### src/rtl/rmw_pkg.sv
package rmw_pkg;
  localparam int DATA_W = 32;
  localparam int LANES  = DATA_W / 8;
  localparam int LSEL_W = $clog2(LANES);

  typedef enum logic [1:0] {
    SZ_BYTE = 2'd0,
    SZ_HALF = 2'd1,
    SZ_WORD = 2'd2,
    SZ_WIDE = 2'd3
  } size_e;

  typedef enum logic [2:0] {
    OP_ADD_R = 3'd0,
    OP_SUB_R = 3'd1,
    OP_AND_R = 3'd2,
    OP_OR_R  = 3'd3,
    OP_ADD_I = 3'd4,
    OP_SUB_I = 3'd5,
    OP_CLR_B = 3'd6,
    OP_SET_B = 3'd7
  } op_e;

  typedef enum logic [2:0] {
    ST_IDLE   = 3'd0,
    ST_READ   = 3'd1,
    ST_MODIFY = 3'd2,
    ST_WRITE  = 3'd3,
    ST_DONE   = 3'd4
  } state_e;

  // strobes from control to datapath
  typedef struct packed {
    logic takeCmd;   // latch command fields
    logic takeData;  // capture read data and register the result
  } strobe_t;
endpackage

### src/rtl/rmw_alu.sv
module rmw_alu
  import rmw_pkg::*;
#(
  parameter int IMM_W = 5
) (
  input  op_e               op,
  input  logic [DATA_W-1:0] loaded,
  input  logic [DATA_W-1:0] regVal,
  input  logic [IMM_W-1:0]  imm,
  output logic [DATA_W-1:0] result
);
  logic [DATA_W-1:0] immVal;
  logic [DATA_W-1:0] bitSel;

  assign immVal = DATA_W'(imm);
  assign bitSel = DATA_W'(1) << imm;

  always_comb begin
    unique case (op)
      OP_ADD_R: result = loaded + regVal;
      OP_SUB_R: result = loaded - regVal;
      OP_AND_R: result = loaded & regVal;
      OP_OR_R:  result = loaded | regVal;
      OP_ADD_I: result = loaded + immVal;
      OP_SUB_I: result = loaded - immVal;
      OP_CLR_B: result = loaded & ~bitSel;
      OP_SET_B: result = loaded | bitSel;
      default:  result = loaded;
    endcase
  end
endmodule

### src/rtl/rmw_ctrl.sv
module rmw_ctrl
  import rmw_pkg::*;
(
  input  logic    clk,
  input  logic    rstN,
  input  logic    cmdValid,
  output strobe_t stb,
  output logic    busy,
  output logic    done,
  output logic    memReq,
  output logic    memWe
);
  state_e stateQ, stateD;

  always_comb begin
    stateD = stateQ;
    unique case (stateQ)
      ST_IDLE:   if (cmdValid) stateD = ST_READ;
      ST_READ:   stateD = ST_MODIFY;
      ST_MODIFY: stateD = ST_WRITE;
      ST_WRITE:  stateD = ST_DONE;
      ST_DONE:   stateD = ST_IDLE;
      default:   stateD = ST_IDLE;
    endcase
  end

  always_ff @(posedge clk or negedge rstN) begin
    if (!rstN) stateQ <= ST_IDLE;
    else       stateQ <= stateD;
  end

  assign stb.takeCmd  = (stateQ == ST_IDLE) && cmdValid;
  assign stb.takeData = (stateQ == ST_MODIFY);
  assign busy   = (stateQ != ST_IDLE);
  assign done   = (stateQ == ST_DONE);
  assign memReq = (stateQ == ST_READ) || (stateQ == ST_WRITE);
  assign memWe  = (stateQ == ST_WRITE);
endmodule

### src/rtl/rmw_datapath.sv
module rmw_datapath
  import rmw_pkg::*;
#(
  parameter int ADDR_W = 32,
  parameter int OFF_W  = 6,
  parameter int IMM_W  = 5
) (
  input  logic              clk,
  input  logic              rstN,
  input  strobe_t           stb,
  input  logic [ADDR_W-1:0] cmdBase,
  input  logic [OFF_W-1:0]  cmdOffset,
  input  logic [1:0]        cmdSize,
  input  logic [2:0]        cmdOp,
  input  logic [DATA_W-1:0] cmdReg,
  input  logic [IMM_W-1:0]  cmdImm,
  input  logic [DATA_W-1:0] memRdata,
  output logic [ADDR_W-1:0] memAddr,
  output logic [LANES-1:0]  memBe,
  output logic [DATA_W-1:0] memWdata
);
  localparam int CNT_W = LSEL_W + 1;

  logic [ADDR_W-1:0] addrQ;
  size_e             sizeQ;
  op_e               opQ;
  logic [DATA_W-1:0] regQ;
  logic [IMM_W-1:0]  immQ;
  logic [DATA_W-1:0] resultQ;

  size_e             cmdSizeN;
  logic [1:0]        scale;
  logic [ADDR_W-1:0] effAddr;

  // size code 3 is folded into word at capture
  assign cmdSizeN = (size_e'(cmdSize) == SZ_WIDE) ? SZ_WORD : size_e'(cmdSize);
  assign scale    = cmdSizeN;
  assign effAddr  = cmdBase + (ADDR_W'(cmdOffset) << scale);

  always_ff @(posedge clk or negedge rstN) begin
    if (!rstN) begin
      addrQ <= '0;
      sizeQ <= SZ_BYTE;
      opQ   <= OP_ADD_R;
      regQ  <= '0;
      immQ  <= '0;
    end else if (stb.takeCmd) begin
      addrQ <= effAddr;
      sizeQ <= cmdSizeN;
      opQ   <= op_e'(cmdOp);
      regQ  <= cmdReg;
      immQ  <= cmdImm;
    end
  end

  // lane placement from size and low address bits
  logic [LSEL_W-1:0] laneSel;
  logic [CNT_W-1:0]  laneCnt;

  always_comb begin
    unique case (sizeQ)
      SZ_BYTE: begin
        laneSel = addrQ[LSEL_W-1:0];
        laneCnt = CNT_W'(1);
      end
      SZ_HALF: begin
        laneSel = {addrQ[LSEL_W-1:1], 1'b0};
        laneCnt = CNT_W'(2);
      end
      default: begin
        laneSel = '0;
        laneCnt = CNT_W'(LANES);
      end
    endcase
  end

  logic [DATA_W-1:0] sizeMask;

  for (genvar i = 0; i < LANES; i++) begin : g_lane
    assign memBe[i] = (CNT_W'(i) >= {1'b0, laneSel}) &&
                      (CNT_W'(i) <  ({1'b0, laneSel} + laneCnt));
    assign sizeMask[8*i +: 8] = {8{CNT_W'(i) < laneCnt}};
  end

  // extract and sign-extend the loaded value
  logic [DATA_W-1:0] laneData;
  logic [DATA_W-1:0] loaded;
  logic [DATA_W-1:0] aluOut;

  assign laneData = memRdata >> {laneSel, 3'b000};

  always_comb begin
    unique case (sizeQ)
      SZ_BYTE: loaded = {{(DATA_W-8){laneData[7]}}, laneData[7:0]};
      SZ_HALF: loaded = {{(DATA_W-16){laneData[15]}}, laneData[15:0]};
      default: loaded = laneData;
    endcase
  end

  rmw_alu #(.IMM_W(IMM_W)) u_alu (
    .op    (opQ),
    .loaded(loaded),
    .regVal(regQ),
    .imm   (immQ),
    .result(aluOut)
  );

  always_ff @(posedge clk or negedge rstN) begin
    if (!rstN)             resultQ <= '0;
    else if (stb.takeData) resultQ <= aluOut & sizeMask;
  end

  assign memAddr  = addrQ;
  assign memWdata = resultQ << {laneSel, 3'b000};
endmodule

### src/rtl/mem_rmw_unit.sv
module mem_rmw_unit #(
  parameter int ADDR_W = 32,
  parameter int OFF_W  = 6,
  parameter int IMM_W  = 5
) (
  input  logic              clk,
  input  logic              rstN,
  input  logic              cmdValid,
  input  logic [ADDR_W-1:0] cmdBase,
  input  logic [OFF_W-1:0]  cmdOffset,
  input  logic [1:0]        cmdSize,
  input  logic [2:0]        cmdOp,
  input  logic [31:0]       cmdReg,
  input  logic [IMM_W-1:0]  cmdImm,
  output logic              busy,
  output logic              done,
  output logic              memReq,
  output logic              memWe,
  output logic [ADDR_W-1:0] memAddr,
  output logic [3:0]        memBe,
  output logic [31:0]       memWdata,
  input  logic [31:0]       memRdata
);
  rmw_pkg::strobe_t stb;

  rmw_ctrl u_ctrl (
    .clk     (clk),
    .rstN    (rstN),
    .cmdValid(cmdValid),
    .stb     (stb),
    .busy    (busy),
    .done    (done),
    .memReq  (memReq),
    .memWe   (memWe)
  );

  rmw_datapath #(
    .ADDR_W(ADDR_W),
    .OFF_W (OFF_W),
    .IMM_W (IMM_W)
  ) u_dp (
    .clk      (clk),
    .rstN     (rstN),
    .stb      (stb),
    .cmdBase  (cmdBase),
    .cmdOffset(cmdOffset),
    .cmdSize  (cmdSize),
    .cmdOp    (cmdOp),
    .cmdReg   (cmdReg),
    .cmdImm   (cmdImm),
    .memRdata (memRdata),
    .memAddr  (memAddr),
    .memBe    (memBe),
    .memWdata (memWdata)
  );
endmodule

### config.mk
export PLATFORM = sky130hd
export DESIGN_NAME = mem_rmw_unit
export DESIGN_NICKNAME = d
export VERILOG_FILES = /design/src/rtl/rmw_pkg.sv /design/src/rtl/rmw_alu.sv /design/src/rtl/rmw_ctrl.sv /design/src/rtl/rmw_datapath.sv /design/src/rtl/mem_rmw_unit.sv
export SDC_FILE = /design/constraint.sdc
export NUM_CORES = 1
export LEC_CHECK = 0
export ABC_AREA = 1
export ABC_CLOCK_PERIOD_IN_PS = 5950
export CORE_ASPECT_RATIO = 1.5
export CORE_UTILIZATION = 40
export DETAILED_ROUTE_END_ITERATION = 10
export SKIP_LAST_GASP = 1
export SLEW_MARGIN = 20
export SYNTH_ARGS = -nofsm -noshare
export SYNTH_HDL_FRONTEND = slang
export SYNTH_SLANG_ARGS = --single-unit
### constraint.sdc
create_clock -name clk -period 5.95 [get_ports clk]
set_input_delay 1.19 -clock clk [delete_from_list [all_inputs] [get_ports clk]]
set_output_delay 1.19 -clock clk [all_outputs]
set_load 0.005 [all_outputs]
# After elaboration in Yosys (flattened, before gate mapping)
# Cells that the tools add are included.
# classes
add_sub_neg	6
magnitude_cmp	11
eq_ne	14
n_shift	4
mux	7
n_bitwise	6
n_reduce_logical	9
# ops
op	count
$pmux 32 s8	1
$and 32x32->32	3
$add 32x32->32	2
$or 32x32->32	2
$pmux 32 s2	1
$add 32x5->32	1
$not 32->32	1
$shl 1x5->32 const A	1
$shl 32x5->32	1
$shl 6x2->32	1
$shr 32x5->32	1
$sub 32x32->32	1
$sub 32x5->32	1
$eq 3x3->1 const B	5
$eq 3x2->1 const B	4
$lt 1x3->1 const A	4
$lt 2x3->1 const A	4
$pmux 3 s4	1
$eq 3x1->1 const B	2
$logic_not 3->1	2
$pmux 3 s2	1
$ge 1x2->1 const A	2
$logic_and 1x1->1	4
$pmux 2 s2	1
other kinds (10)	10
# totals
regBits	109
in_bits	115
output_inout_bits	72
wordCells	64

# Logic depth before layout (Yosys ltp)
# logic_depth
depth_word	7
depth_mapped	32
depth_no_buf	31

# Modules after synthesis
# A second synthesis with hierarchy kept.
# unflattened
cells_unflattened	1907
hier_area_um2	11459.7
# modules_own_cells
mod	n_inst	cells_per_inst	area_each_um2
rmw_datapath	1	970	6566.3
rmw_alu	1	918	4750.8
rmw_ctrl	1	19	142.6

# Worst setup path after synthesis
# No wires, ideal clock.
# synth_path
kind	reg2out
from	reg u_dp.sizeQ[0]
to	out memBe[0]
arrival_time_ns	2.940
t_required_ns	4.760
slack_ns	1.820
path_stages_with_launch	19
cell_sequence	dfrtp_1 -> inv_1 -> nor2_1 -> inv_1 -> ha_1 -> inv_2 -> nand3_2 -> inv_2 -> buf_6 -> clkbuf_1 -> nor2_1 -> a21oi_1 -> inv_1 -> ha_1 -> a21o_1 -> xor2_1 -> or2_2 -> o21ai_0 -> inv_1
# synth_between
elab_chain_cells	5
elab_cells_between_ends	8
# synth_lines
element	line_no	rtl
start: declaration	rmw_datapath.sv:25	size_e sizeQ;
start signal: assignment	rmw_datapath.sv:49	sizeQ <= cmdSizeN;
$eq 2x1->1 / $logic_not 2->1 (equally long branches)	rmw_datapath.sv:61	unique case (sizeQ)
$pmux 2 s2 / $pmux 3 s2 (equally long branches)	rmw_datapath.sv:61	
$add 2x3->3	rmw_datapath.sv:81	(CNT_W'(i) < ({1'b0, laneSel} + laneCnt));
$lt 1x3->1	rmw_datapath.sv:81	
$logic_and 1x1->1 *	rmw_datapath.sv:80	assign memBe[i] = (CNT_W'(i) >= {1'b0, laneSel}) &&
end: declaration	mem_rmw_unit.sv:20	output logic [3:0] memBe,
# Mark *: on every way between the ends. The rest lies on a longest branch, timed or not.

# Worst setup path after layout
# Ends and elaborated chain as after synthesis.

==> reports/results.tsv <==
stage	metric	value	unit
place	Post-DP HPWL	38300	µm
timing	RSZ-0062 raised after global routing	no	
routing	WL per Instance	20.7	µm
clock_network	Root Driver	clkbuf_16	
routing	routed wire length	46800	µm
grt	initial antenna violation count	0	
timing	setup_tns	0	ps
timing	Setup violations, final	0	
timing	final slew viol count	0	
clock_network	clock sinks	109	
final_layout	Finished Cell Area	13300	µm²
place	Setup WS pre-CTS	822	ps
grt	first-pass GRT wire length	70700	µm
floorplan	Die W	136	µm
routing	DR iter-0 viols	1022	
routing	Post-DRT Antenna Nets	0	
timing	Worst-Margin Slew	955	ps
timing	fmax	182	MHz
synth	Async SR Flop Fraction	1.00	
grt	grt ovf	0	
clock_network	H-tree Lvls	3	
floorplan	Starting Density	0.407	
synth	Distinct cells, synth	48	
worst_setup_path	r2r worst-path depth	27	
synth	Cells after Synth	1757	
worst_setup_path	worst endpoint data arrival time	4320	ps
worst_setup_path	reg2reg end	u_dp.resultQ[29]$_DFFE_PN0N_	
grt	Total GRT Usage	0.343	
floorplan	io pins	187	
job	max_cap viols	0	
place	GP Congestion	0.981	
place	placed cell areas	13000	µm²
routing	routed via count	12785	
min_path	Hold Path Depth	2	
floorplan	overall die height	203	µm
worst_setup_path	startpoint types	register	
synth	ys flop type	dfrtp_1	
grt	vias in the first global route	12574	
clock_network	Resized cells post-CTS	0	
min_path	Min-Delay Path Class	register to register	
worst_setup_path	CP Capture Point	memBe[0]	
worst_setup_path	Max FO, Critical Path	37	
synth	syn avg cell area	6.16	µm²
timing	Layout Skew	22.3	ps
worst_setup_path	Worst Setup SP	u_dp.sizeQ[0]$_DFFE_PN0P_	
synth	number of flops mapped to enable cells by yosys	0	
clock_network	buffer depth of the longest clock path	2	
clock_network	hold-fix buffers at CTS	0	
timing	fin worst setup slack	444	ps
timing	final hold vios	0	
clock_network	number of CTS-inserted buffers	9	
final_layout	post-layout net count	2082	
timing	minimum clock period	5510	ps
timing	Slew headroom	0.356	
final_layout	Area Overhead vs Synth	23.0	%
worst_setup_path	endpoint class of the critical path	output pin	
final_layout	layout cell share with drive strength beyond 1	0.0355	
clock_network	TritonCTS clock tree	done	
floorplan	die area	27700	µm²
clock_network	Setup Buffers After CTS	0	
synth	Syn. warnings	0	
worst_setup_path	r2r setup slk	720	ps
routing	drt first pass iters	5	
status	status	finished, final reports clean	
synth	Synth Cell Area	10800	µm²
timing	period utilization	0.925	
routing	Vias/cell	5.67	
clock_network	Clock transition at path regs	80	ps
worst_setup_path	Crit path required time	4760	ps
floorplan	Core Rows	73	
synth	Seq cells post-synth	109	
worst_setup_path	WS Path Type	register to output pin	
worst_setup_path	origin of the critical flop-to-flop path	u_dp.sizeQ[0]$_DFFE_PN0P_	
routing	Residual DRC	0	
clock_network	worst skew pair latency	390	ps
place	IO buf count	186	
grt	largest net degree at the start of global routing	100	
synth	Synthesized Nets	1925	
synth	part of the Yosys area used for sequential elements	0.252	
floorplan	core area	26600	µm²
final_layout	Antenna Cells	0	
[Yosys cell counts, types with 23 or more instances]
library cell | number | area, µm²
nand2_1 | 458 | 1720
o22ai_1 | 28 | 175
dfrtp_1 | 109 | 2730
nand3_1 | 94 | 470
xor2_1 | 23 | 201
nand4_1 | 23 | 144
clkbuf_1 | 52 | 195
nor3_1 | 45 | 225
ha_1 | 51 | 638
nor2_1 | 162 | 608
inv_1 | 213 | 800
o21ai_0 | 225 | 1130
a21oi_1 | 110 | 551
[cells in the final DEF (no fill, tap or decap), drive strengths merged, types with 45 or more instances in the layout]
cell / count
nand2: 463
o21ai: 236
inv: 219
clkdlybuf4s50: 185
nor2: 166
a21oi: 110
dfrtp: 109
nand3: 100
ha: 51
nor3: 45
[metrics by stage]
step | cells | hold slack [ps] | utilization
finish | 2255 | 486 | 0.501
detailed placement | 2240 | 469 | 0.490
floorplan | 1757 | 449 | -
CTS | 2255 | 490 | 0.501
global route | 2255 | 515 | 0.501
global placement | 2240 | 464 | 0.490
[cells by family after synthesis]
| kind of cell | after synthesis | synth area share |
|---|---|---|
| AND/OR/NAND/NOR | 819 | 0.320 |
| AO/OA/AOI/OAI | 452 | 0.233 |
| buffers and inverters | 285 | 0.101 |
| flip-flops | 109 | 0.252 |
| adder cells (fa/ha/maj) | 53 | 0.0627 |
| XOR/XNOR | 38 | 0.0308 |
| other | 1 | 0.000347 |
[worst min path at each step]
stage | slack, ps | from | end
final | 490 | u_dp.resultQ[18]$_DFFE_PN0N_ | u_dp.resultQ[18]$_DFFE_PN0N_
after global routing | 510 | u_dp.memAddr[9]$_DFFE_PN0P_ | u_dp.memAddr[9]$_DFFE_PN0P_
after CTS | 490 | u_dp.resultQ[18]$_DFFE_PN0N_ | u_dp.resultQ[18]$_DFFE_PN0N_
after detailed placement | 470 | u_dp.memAddr[27]$_DFFE_PN0P_ | u_dp.memAddr[27]$_DFFE_PN0P_
after global placement | 460 | u_dp.memAddr[22]$_DFFE_PN0P_ | u_dp.memAddr[22]$_DFFE_PN0P_
after floorplan | 450 | u_dp.resultQ[18]$_DFFE_PN0N_ | u_dp.resultQ[18]$_DFFE_PN0N_
[state kept, by name, indices dropped and copies added (netlist names)]
| register | flops |
|---|---|
| u_ctrl.stateQ | 3 |
| u_dp.resultQ | 32 |
| u_dp.sizeQ | 2 |
| u_dp.immQ | 5 |
| u_dp.memAddr | 32 |
| u_dp.opQ | 3 |
| u_dp.regQ | 32 |
[cell type report]
cell class | count | area (µm²)
clock buffer | 11 | 243
clock inverter | 4 | 32.5
fill | 2829 | 13300
timing repair buffer | 212 | 2050
sequential | 109 | 2730
inverter | 219 | 822
tap | 337 | 422
multi-input combinational | 1363 | 7010
[worst max-delay path, cell delays in order (launching register included)]
cell             delay, ps
dfrtp_1                410
inv_1                   90
nor2_1                 230
inv_1                  100
ha_1                   300
inv_2                  310
nand3_2                210
inv_2                  100
buf_4                  350
nor2_1                  80
a21oi_1                140
inv_1                   80
ha_1                   220
a21o_1                 170
xor2_1                 170
or2_2                  320
o21ai_0                160
inv_1                   60
clkdlybuf4s50_1        440
[layer usage]
| layer | wire length (µm) | GRT usage | vias up | part of all wire |
|---|---|---|---|---|
| met5 | 0 | 0 | - | 0 |
| met4 | 3550 | 0.243 | 0 | 0.076 |
| met3 | 2850 | 0.0482 | 144 | 0.061 |
| met1 | 17400 | 0.373 | 5884 | 0.37 |
| met2 | 23000 | 0.603 | 561 | 0.49 |
| li1 | - | - | 6196 | - |
Power is left out: the tool's default activity adds up to more than one toggle a clock period on the data nets, which glitch-free logic cannot reach.
